===== config.mk =====
export PLATFORM = sky130hd
export DESIGN_NAME = baud_tick_gen
export DESIGN_NICKNAME = d
export VERILOG_FILES = /design/src/rtl/bgen_pkg.sv /design/src/rtl/bgen_shadow.sv /design/src/rtl/bgen_frac_acc.sv /design/src/rtl/bgen_count.sv /design/src/rtl/baud_tick_gen.sv
export SDC_FILE = /design/constraint.sdc
export NUM_CORES = 1
export LEC_CHECK = 0
export BUFFER_PORTS_ARGS = -buffer_cell sky130_fd_sc_hd__clkbuf_2
export CAP_MARGIN = 5
export CORE_ASPECT_RATIO = 1.5
export CORE_MARGIN = 5
export CORE_UTILIZATION = 53
export DETAILED_ROUTE_END_ITERATION = 10
export GPL_TIMING_DRIVEN = 0
export PLACE_DENSITY_LB_ADDON = 0.1
export SYNTH_ARGS = -nofsm -noshare
export SYNTH_HDL_FRONTEND = slang
export SYNTH_SLANG_ARGS = --single-unit

===== constraint.sdc =====
create_clock -name clk -period 2.98 [get_ports clk]
set_clock_uncertainty 0.1 [all_clocks]
set_input_delay 0.894 -clock clk [delete_from_list [all_inputs] [get_ports clk]]
set_output_delay 0.894 -clock clk [all_outputs]
set_load 0.02 [all_outputs]

===== src/rtl/bgen_pkg.sv =====
package bgen_pkg;
   // Default field widths of the divisor.
   localparam int DEF_INT_W  = 16;
   localparam int DEF_FRAC_W = 6;
   // Limits checked at elaboration.
   localparam int MIN_INT_W  = 2;
   localparam int MAX_INT_W  = 30;
   localparam int MAX_FRAC_W = 16;

   // Adds one stretch cycle to an integer interval length.
   function automatic logic [MAX_INT_W:0] stretch(input logic [MAX_INT_W-1:0] base,
                                                  input logic                  ext);
      stretch = {1'b0, base} + {{MAX_INT_W{1'b0}}, ext};
   endfunction
endpackage


===== src/rtl/bgen_shadow.sv =====
module bgen_shadow #(
   parameter int INT_W  = bgen_pkg::DEF_INT_W,
   parameter int FRAC_W = bgen_pkg::DEF_FRAC_W
) (
   input  logic              clk,
   input  logic              rst_n,
   input  logic              enable,
   input  logic [INT_W-1:0]  div_int,
   input  logic [FRAC_W-1:0] div_frac,
   output logic              load,
   output logic              run,
   output logic [INT_W-1:0]  lat_int,
   output logic [FRAC_W-1:0] lat_frac
);
   logic en_q;

   assign load = enable & ~en_q;
   assign run  = enable &  en_q;

   always_ff @(posedge clk or negedge rst_n) begin
      if (!rst_n) begin
         en_q     <= 1'b0;
         lat_int  <= '0;
         lat_frac <= '0;
      end else begin
         en_q <= enable;
         if (load) begin
            lat_int  <= div_int;
            lat_frac <= div_frac;
         end
      end
   end


   shadow_hold_chk: assert property (@(posedge clk) disable iff (!rst_n)
      !load |=> $stable(lat_int) && $stable(lat_frac));


   load_once_chk: assert property (@(posedge clk) disable iff (!rst_n)
      load |=> !load);
endmodule


===== src/rtl/bgen_frac_acc.sv =====
module bgen_frac_acc #(
   parameter int FRAC_W  = bgen_pkg::DEF_FRAC_W,
   parameter bit FRAC_EN = 1'b1
) (
   input  logic              clk,
   input  logic              rst_n,
   input  logic              clear,
   input  logic              step,
   input  logic [FRAC_W-1:0] frac,
   output logic              ext
);
   generate
      if (FRAC_EN) begin : g_dither
         logic [FRAC_W-1:0] acc;
         logic [FRAC_W:0]   sum;
         logic              ext_q;

         assign sum = {1'b0, acc} + {1'b0, frac};
         assign ext = ext_q;

         always_ff @(posedge clk or negedge rst_n) begin
            if (!rst_n) begin
               acc   <= '0;
               ext_q <= 1'b0;
            end else if (clear) begin
               acc   <= '0;
               ext_q <= 1'b0;
            end else if (step) begin
               acc   <= sum[FRAC_W-1:0];
               ext_q <= sum[FRAC_W];
            end
         end


         ext_hold_chk: assert property (@(posedge clk) disable iff (!rst_n)
            !clear && !step |=> $stable(ext_q));


         acc_clear_chk: assert property (@(posedge clk) disable iff (!rst_n)
            clear |=> (acc == '0) && !ext_q);
      end else begin : g_integer
         logic unused_inputs;
         assign unused_inputs = ^{clk, rst_n, clear, step, frac};
         assign ext = 1'b0;
      end
   endgenerate
endmodule


===== src/rtl/bgen_count.sv =====
module bgen_count #(
   parameter int INT_W = bgen_pkg::DEF_INT_W
) (
   input  logic             clk,
   input  logic             rst_n,
   input  logic             clear,
   input  logic             active,
   input  logic [INT_W-1:0] lat_int,
   input  logic             ext,
   output logic             wrap
);
   localparam int CNT_W = INT_W + 1;

   logic [CNT_W-1:0] cnt;
   logic [CNT_W-1:0] limit;

   assign limit = {1'b0, lat_int} + CNT_W'(ext) - CNT_W'(1);
   assign wrap  = active && (cnt == limit);

   always_ff @(posedge clk or negedge rst_n) begin
      if (!rst_n)
         cnt <= '0;
      else if (clear || !active || wrap)
         cnt <= '0;
      else
         cnt <= cnt + CNT_W'(1);
   end


   cnt_bound_chk: assert property (@(posedge clk) disable iff (!rst_n)
      active |-> cnt <= limit);


   cnt_restart_chk: assert property (@(posedge clk) disable iff (!rst_n)
      wrap |=> cnt == '0);
endmodule


===== src/rtl/baud_tick_gen.sv =====
module baud_tick_gen #(
   parameter int INT_W   = bgen_pkg::DEF_INT_W,
   parameter int FRAC_W  = bgen_pkg::DEF_FRAC_W,
   parameter bit FRAC_EN = 1'b1
) (
   input  logic              clk,
   input  logic              rst_n,
   input  logic              enable,
   input  logic [INT_W-1:0]  div_int,
   input  logic [FRAC_W-1:0] div_frac,
   output logic              tick,
   output logic              busy
);
   generate
      if (INT_W < bgen_pkg::MIN_INT_W || INT_W > bgen_pkg::MAX_INT_W) begin : g_bad_int
         $error("baud_tick_gen: INT_W out of range");
      end
      if (FRAC_W < 1 || FRAC_W > bgen_pkg::MAX_FRAC_W) begin : g_bad_frac
         $error("baud_tick_gen: FRAC_W out of range");
      end
   endgenerate

   logic              load;
   logic              run;
   logic [INT_W-1:0]  lat_int;
   logic [FRAC_W-1:0] lat_frac;
   logic              ext;
   logic              wrap;
   logic              active;
   logic              clear;
   logic              tick_q;
   logic              busy_q;

   assign active = run && (lat_int != '0);
   assign clear  = load || !enable;

   bgen_shadow #(.INT_W(INT_W), .FRAC_W(FRAC_W)) u_shadow (
      .clk      (clk),
      .rst_n    (rst_n),
      .enable   (enable),
      .div_int  (div_int),
      .div_frac (div_frac),
      .load     (load),
      .run      (run),
      .lat_int  (lat_int),
      .lat_frac (lat_frac)
   );

   bgen_frac_acc #(.FRAC_W(FRAC_W), .FRAC_EN(FRAC_EN)) u_acc (
      .clk   (clk),
      .rst_n (rst_n),
      .clear (clear),
      .step  (wrap),
      .frac  (lat_frac),
      .ext   (ext)
   );

   bgen_count #(.INT_W(INT_W)) u_count (
      .clk     (clk),
      .rst_n   (rst_n),
      .clear   (clear),
      .active  (active),
      .lat_int (lat_int),
      .ext     (ext),
      .wrap    (wrap)
   );

   always_ff @(posedge clk or negedge rst_n) begin
      if (!rst_n) begin
         tick_q <= 1'b0;
         busy_q <= 1'b0;
      end else begin
         tick_q <= wrap;
         busy_q <= load ? (div_int != '0) : active;
      end
   end

   assign tick = tick_q;
   assign busy = busy_q;


   tick_needs_busy_chk: assert property (@(posedge clk) disable iff (!rst_n)
      tick_q |-> busy_q);


   tick_width_chk: assert property (@(posedge clk) disable iff (!rst_n)
      tick_q && (lat_int >= INT_W'(2)) |=> !tick_q);


   stop_chk: assert property (@(posedge clk) disable iff (!rst_n)
      !enable |=> !tick_q && !busy_q);


   no_tick_after_load_chk: assert property (@(posedge clk) disable iff (!rst_n)
      load |=> !tick_q);
endmodule


After elaboration in Yosys (flattened, before gate mapping)
Cells that the tools add are included.
{ "word_totals": {"regBits": 49, "in_bits": 25, "out_inout_bits": 2, "elab_cells": 32} }
{ "op_classes": {"addsub": 4, "n_eq_ne": 1, "muxes": 6, "n_bitwise": 3, "reduce_logical": 10} }
{ "ops": {"columns": ["op", "n"], "rows": [
  ["$reduce_bool 16->1", 2],
  ["$add 16x1->17", 1],
  ["$add 17x1->17 const B", 1],
  ["$eq 17x17->1", 1],
  ["$mux 17", 1],
  ["$sub 17x1->17 const B", 1],
  ["$mux 6", 2],
  ["$add 6x6->7", 1],
  ["$logic_or 1x1->1", 3],
  ["$mux 1", 3],
  ["$and 1x1->1", 2],
  ["$logic_and 1x1->1", 2],
  ["$logic_not 1->1", 2],
  ["$reduce_bool 2->1", 1],
  ["$not 1->1", 1]
]} }

Depth between registers and ports, before layout
{ "logic_depth": {"word_depth": 6, "mapped_depth": 11, "mapped_depth_nobuf": 9} }

Cells and area by module
A second synthesis with hierarchy kept.
{ "unflattened": {"cells_unflattened": 266, "area_unflattened_um2": 2995.4} }
{ "modules_own_cells": {"columns": ["module", "instances", "cells_each", "area_per_inst_um2", "seq_area_each_um2"], "rows": [
  ["bgen_count", 1, 152, 1380.1, 425.4],
  ["bgen_shadow", 1, 50, 967.2, 575.6],
  ["bgen_frac_acc", 1, 49, 511.7, 175.2],
  ["baud_tick_gen", 1, 15, 136.4, 50.0]
]} }

Least setup slack after synthesis
No wires, ideal clock.
{ "synth_timing": {"path_kind": "reg2reg", "from": "register u_shadow.lat_int[0]", "to": "register u_acc.g_dither.acc[2]", "setup_ps": 79, "arrival_ps": 2670, "required_time_ps": 2801, "setup_slack_ps": 131, "stages_incl_launch_ff": 12, "n_path_buf": 2, "period_less_slack_ps": 2849, "path_cell_list": "dfrtp_1 inv_1 ha_1 ha_1 or4b_1 o22ai_1 or3b_1 a221oi_2 and4b_1 buf_4 buf_8 mux2i_1"} }
{ "synth_between": {"elab_chain_len": 5, "elab_cells_between_ends": 7, "classes_between": "add/sub: 2; eq/ne: 1; reduce/logical: 4"} }
{ "synth_rtl": {"columns": ["element", "line", "source"], "rows": [
  ["from (decl)", "bgen_shadow.sv:12", "output logic [INT_W-1:0] lat_int,"],
  ["from (signal assigned)", "bgen_shadow.sv:28", "lat_int <= div_int;"],
  ["$add 16x1->17", "bgen_count.sv:17", "assign limit = {1'b0, lat_int} + CNT_W'(ext) - CNT_W'(1);"],
  ["$sub 17x1->17", "bgen_count.sv:17", null],
  ["$eq 17x17->1", "bgen_count.sv:18", "assign wrap = active && (cnt == limit);"],
  ["$logic_and 1x1->1 (*)", "bgen_count.sv:18", null],
  ["$reduce_bool 2->1 (no line) (*)", null, null],
  ["to (signal assigned)", "bgen_frac_acc.sv:29", "acc <= sum[FRAC_W-1:0];"],
  ["to (decl)", "bgen_frac_acc.sv:14", "logic [FRAC_W-1:0] acc;"]
]} }
Mark *: on every way between the ends. The rest lies on a longest branch, timed or not.
A chain may end at the register's enable or synchronous reset.

Worst setup path after layout
{ "layout_timing": {"from": "register u_shadow.lat_int[0]", "to": "register u_acc.g_dither.acc[4]"} }
Same word-level chain as after synthesis.

==> impl.org <==
** Outcome
- The flow ran to the end, and the final reports show no timing, DRC or antenna violations.

** Finish
- At the end of the flow, the number of nets in the layout was 344.
- In the final layout, flip-flops and latches occupy 1230 um2.
- Synthesis-to-layout area growth :: 15.7%
- Post-layout utilization of the core :: 63.4%
- Most used cells in the layout excluding fill and tap cells :: sky130_fd_sc_hd__dfrtp_1 (48), sky130_fd_sc_hd__clkbuf_2 (26), sky130_fd_sc_hd__xor2_1 (22)
- Leaving out fill and tap cells, the most frequent cell in the layout is sky130_fd_sc_hd__dfrtp_1.
- The multi-input combinational cells in the finished layout cover a total of 1590 um2.
- In the final layout, the share of cells above drive strength 1 is 25.2%.
- Post-layout instance count excluding filler cells :: 377
- Antenna cells :: 0
- The filler cells instantiated in the layout total 453.
- Once layout is done, the placed cells without fillers occupy 3300 um2.

** Routing
- The first detailed-routing pass ran for 4 iterations.
- Final antenna-violating net count :: 0
- In the final routed layout, each cell accounts on average for 16.4 um.
- Detailed Route Iter0 Violations :: 95
- Across all layers, the routed design uses 2177 vias.
- Wirelength, routed :: 6.20 mm
- Using the TritonRoute via totals, the vias-per-cell ratio works out to 5.77.
- Residual DRC :: 0

** Timing
- Hold is met by 382 ps.
- After layout, the worst path uses 96.5% of the clock period.
- Transition time of the tightest slew-check pin :: 556 ps
- Final setup viols :: 0
- The number of hold violations in the final report came to 0.
- Clock period minus worst slack :: 2880 ps
- Setup total negative slack on the finished layout was measured at 0 ps.
- The worst pin sits at a relative slew slack of 63.0%.
- Peak Freq :: 348 MHz
- Final Max Slew Viols :: 0

** GRT
- Met3 usage in global routing :: 3.11%
- Global routing consumed, over all layers together, 18.8% of the routing resources.
- Global-route wire length before repair :: 10.5 mm
- GR Layer Usage met2 :: 34.9%
- Fraction of met1 tracks used by global routing :: 20.7%
- The via count of the first global-routing pass came to 2344.
- Initial antenna violation count :: 0
- The global routing stage identified its most utilized layer as met2.
- Entering global routing, the biggest net connects 50 pins.
- Leftover overflow at the end of global routing :: 0

** Floorplanning
- In this run the count of I/O pins placed on the die edge is 27.
- Height of the die :: 99.8 um
- The floorplan step defined a die boundary enclosing 6980 um2.
- Initial core utilization :: 54.8%
- In this run the core area contains 32 standard-cell rows.
- Area of the placeable core :: 5200 um2
- The die is 69.9 um wide.

** Clocking
- Number of buffers created by CTS :: 5
- Later-pin clock latency in the skew report :: 300 ps
- Longest Clk Path Bufs :: 2
- # hold bufs at CTS :: 0
- The clock drives 49 sinks.
- CTS built an H-tree with a depth of 2.
- TritonCTS built the clock tree.
- Clock-pin slew was measured on the worst setup and hold paths at 90 ps.
- Root buf cell :: sky130_fd_sc_hd__clkbuf_8

** Placement
- Port Buf Inserts :: 26
- Counting tap cells, the placed design contains a total of 363 instances.
- Detail Placement HPWL :: 4.60 mm
- After detailed placement, the total cell area comes to 3070 um2.
- Final weighted congestion of routability-driven global placement :: 0.868

** Logic synthesis
- The Yosys step of the flow raised 0 warnings.
- Sequential fraction of the synthesis area :: 43.0%
- Synth Net Count :: 304
- Among all flip-flop cells after synthesis, the most frequent one is sky130_fd_sc_hd__dfrtp_1.
- Cell Area, Synth :: 2850 um2
- Number of synthesized flops with an enable pin :: 0
- Async S/R FF share, synth :: 100%
- Synthesis inferred 49 register bits.
- Syn Area/Cell :: 10.6 um2
- Synthesized netlist cell count :: 269
- Netlist cell types :: 47

** Power
- Leakage Power :: 1.39 nW
- Peak ir drop on the vdd network :: 346 uV
- Power per cell area :: 437 nW/um2

** Worst setup path
- The cell that appears most often on the critical path is sky130_fd_sc_hd__ha_4.
- Data on the critical path arrives at its endpoint at 3000 ps.
- The slowest stage of the critical path is the sky130_fd_sc_hd__or4b_4 cell.
- For this run, the slowest stage of the critical path takes 460 ps.
- Critical path fanouts, max :: 6
- The worst setup path is launched from a register.
- The worst setup path is captured at a register.
- The signal on the critical path passes through inv_2, ha_4, ha_4, or4b_4, o22ai_1, or3b_4, a221oi_2, and4b_1, buf_6, buf_8, mux2i_1.
- Required time of the worst setup path :: 3100 ps
- Worst setup path class :: reg -> reg

** Worst hold path
- Worst hold-check path type :: in -> async

** Flow run
- Max capacitance violation total :: 0
==> cell usage after synthesis (all sizes together), types with 3 or more instances <==
| cell | instances | area, um2 |
|---|---|---|
| dfrtp | 49 | 1230 |
| xor2 | 22 | 193 |
| nor3 | 21 | 105 |
| mux2 | 20 | 225 |
| nand2 | 15 | 56.3 |
| xnor2 | 15 | 131 |
| nand3 | 14 | 70.1 |
| ha | 9 | 113 |
| mux2i | 9 | 90.1 |
| nor2 | 9 | 33.8 |
| inv | 8 | 30.0 |
| nand4 | 8 | 50.1 |
| nor4 | 8 | 65.1 |
| a21oi | 6 | 30.0 |
| clkbuf | 6 | 22.5 |
| nor2b | 6 | 37.5 |
| buf | 5 | 38.8 |
| and3 | 4 | 25.0 |
| a221oi | 3 | 32.5 |
| nor3b | 3 | 22.5 |
| o21ai | 3 | 15.0 |
==> kinds of logic after synthesis <==
kind of cell | Yosys count | share of synthesized area [%]
flip-flops | 49 | 43.0
multiplexers | 29 | 11.1
AND/OR/NAND/NOR | 102 | 20.4
adder cells (fa/ha/maj) | 10 | 4.65
buffers and inverters | 19 | 3.20
AO/OA/AOI/OAI | 23 | 6.32
XOR/XNOR | 37 | 11.4
==> registers in the layout, indices dropped and copies added (netlist names) <==
name                flops
busy                    1
tick                    1
u_acc.ext               1
u_acc.g_dither.acc      6
u_count.cnt            17
u_shadow.en_q           1
u_shadow.lat_frac       6
u_shadow.lat_int       16
==> what timing repair did <==
action,in CTS,in global routing
endpoints found under the setup margin,24,24
resized for setup,6,8
setup buffers,2,3
pin swaps,1,1
cloned,0,1
==> metrics by stage <==
step	setup WS, ps	total power [mW]
floorplan	131	0.947
global placement	-278	1.02
detailed placement	-228	1.03
CTS	7.81	1.43
global route	-13.2	1.52
finish	104	1.44
==> metal layers <==
layer | vias up | wire (um)
li1 | 1051 | -
met1 | 1061 | 2440
met2 | 45 | 3330
met3 | 20 | 161
met4 | 0 | 265
met5 | - | 0
==> layout make-up <==
class | instances | area share, %
Sequential cell | 49 | 37.2
Multi-Input combinational cell | 201 | 48.1
Inverter | 8 | 0.910
Tap cell | 68 | 2.58
Timing Repair Buffer | 33 | 6.56
Clock buffer | 7 | 2.62
Buffer | 11 | 1.97
==> path summary, 6_finish.rpt <==
kind | depth (start not counted) | slack (ps) | end | from
min in group clk | 1 | 430 | u_shadow.lat_frac[4]$_DFFE_PN0P_ | u_shadow.lat_frac[4]$_DFFE_PN0P_
max reg2reg | 11 | 100 | u_acc.g_dither.acc[4]$_DFFE_PN0P_ | u_shadow.lat_int[0]$_DFFE_PN0P_
min reg2reg | 1 | 430 | u_shadow.lat_frac[4]$_DFFE_PN0P_ | u_shadow.lat_frac[4]$_DFFE_PN0P_
min | 1 | 380 | u_shadow.lat_int[15]$_DFFE_PN0P_ | rst_n
max in group asynchronous | 2 | 1870 | u_shadow.lat_int[1]$_DFFE_PN0P_ | rst_n
max | 11 | 100 | u_acc.g_dither.acc[4]$_DFFE_PN0P_ | u_shadow.lat_int[0]$_DFFE_PN0P_
==> worst max-delay path, delay by kind of cell, from the launching register on <==
kind / cells / cell delay, ps
muxes: 1 / 180
and+or+nand+nor: 3 / 1100
DFF: 1 / 390
AOI/OAI and AO/OA: 2 / 360
buffers and inverters: 3 / 340
adders and majority gates: 2 / 310
==> where the power goes <==
group,switching (mW),internal (mW),total (mW)
Sequential,0.0710,0.711,0.782
Clock,0.210,0.185,0.394
Combinational,0.127,0.139,0.265
Note: power is estimated with default switching activity, not from simulation.
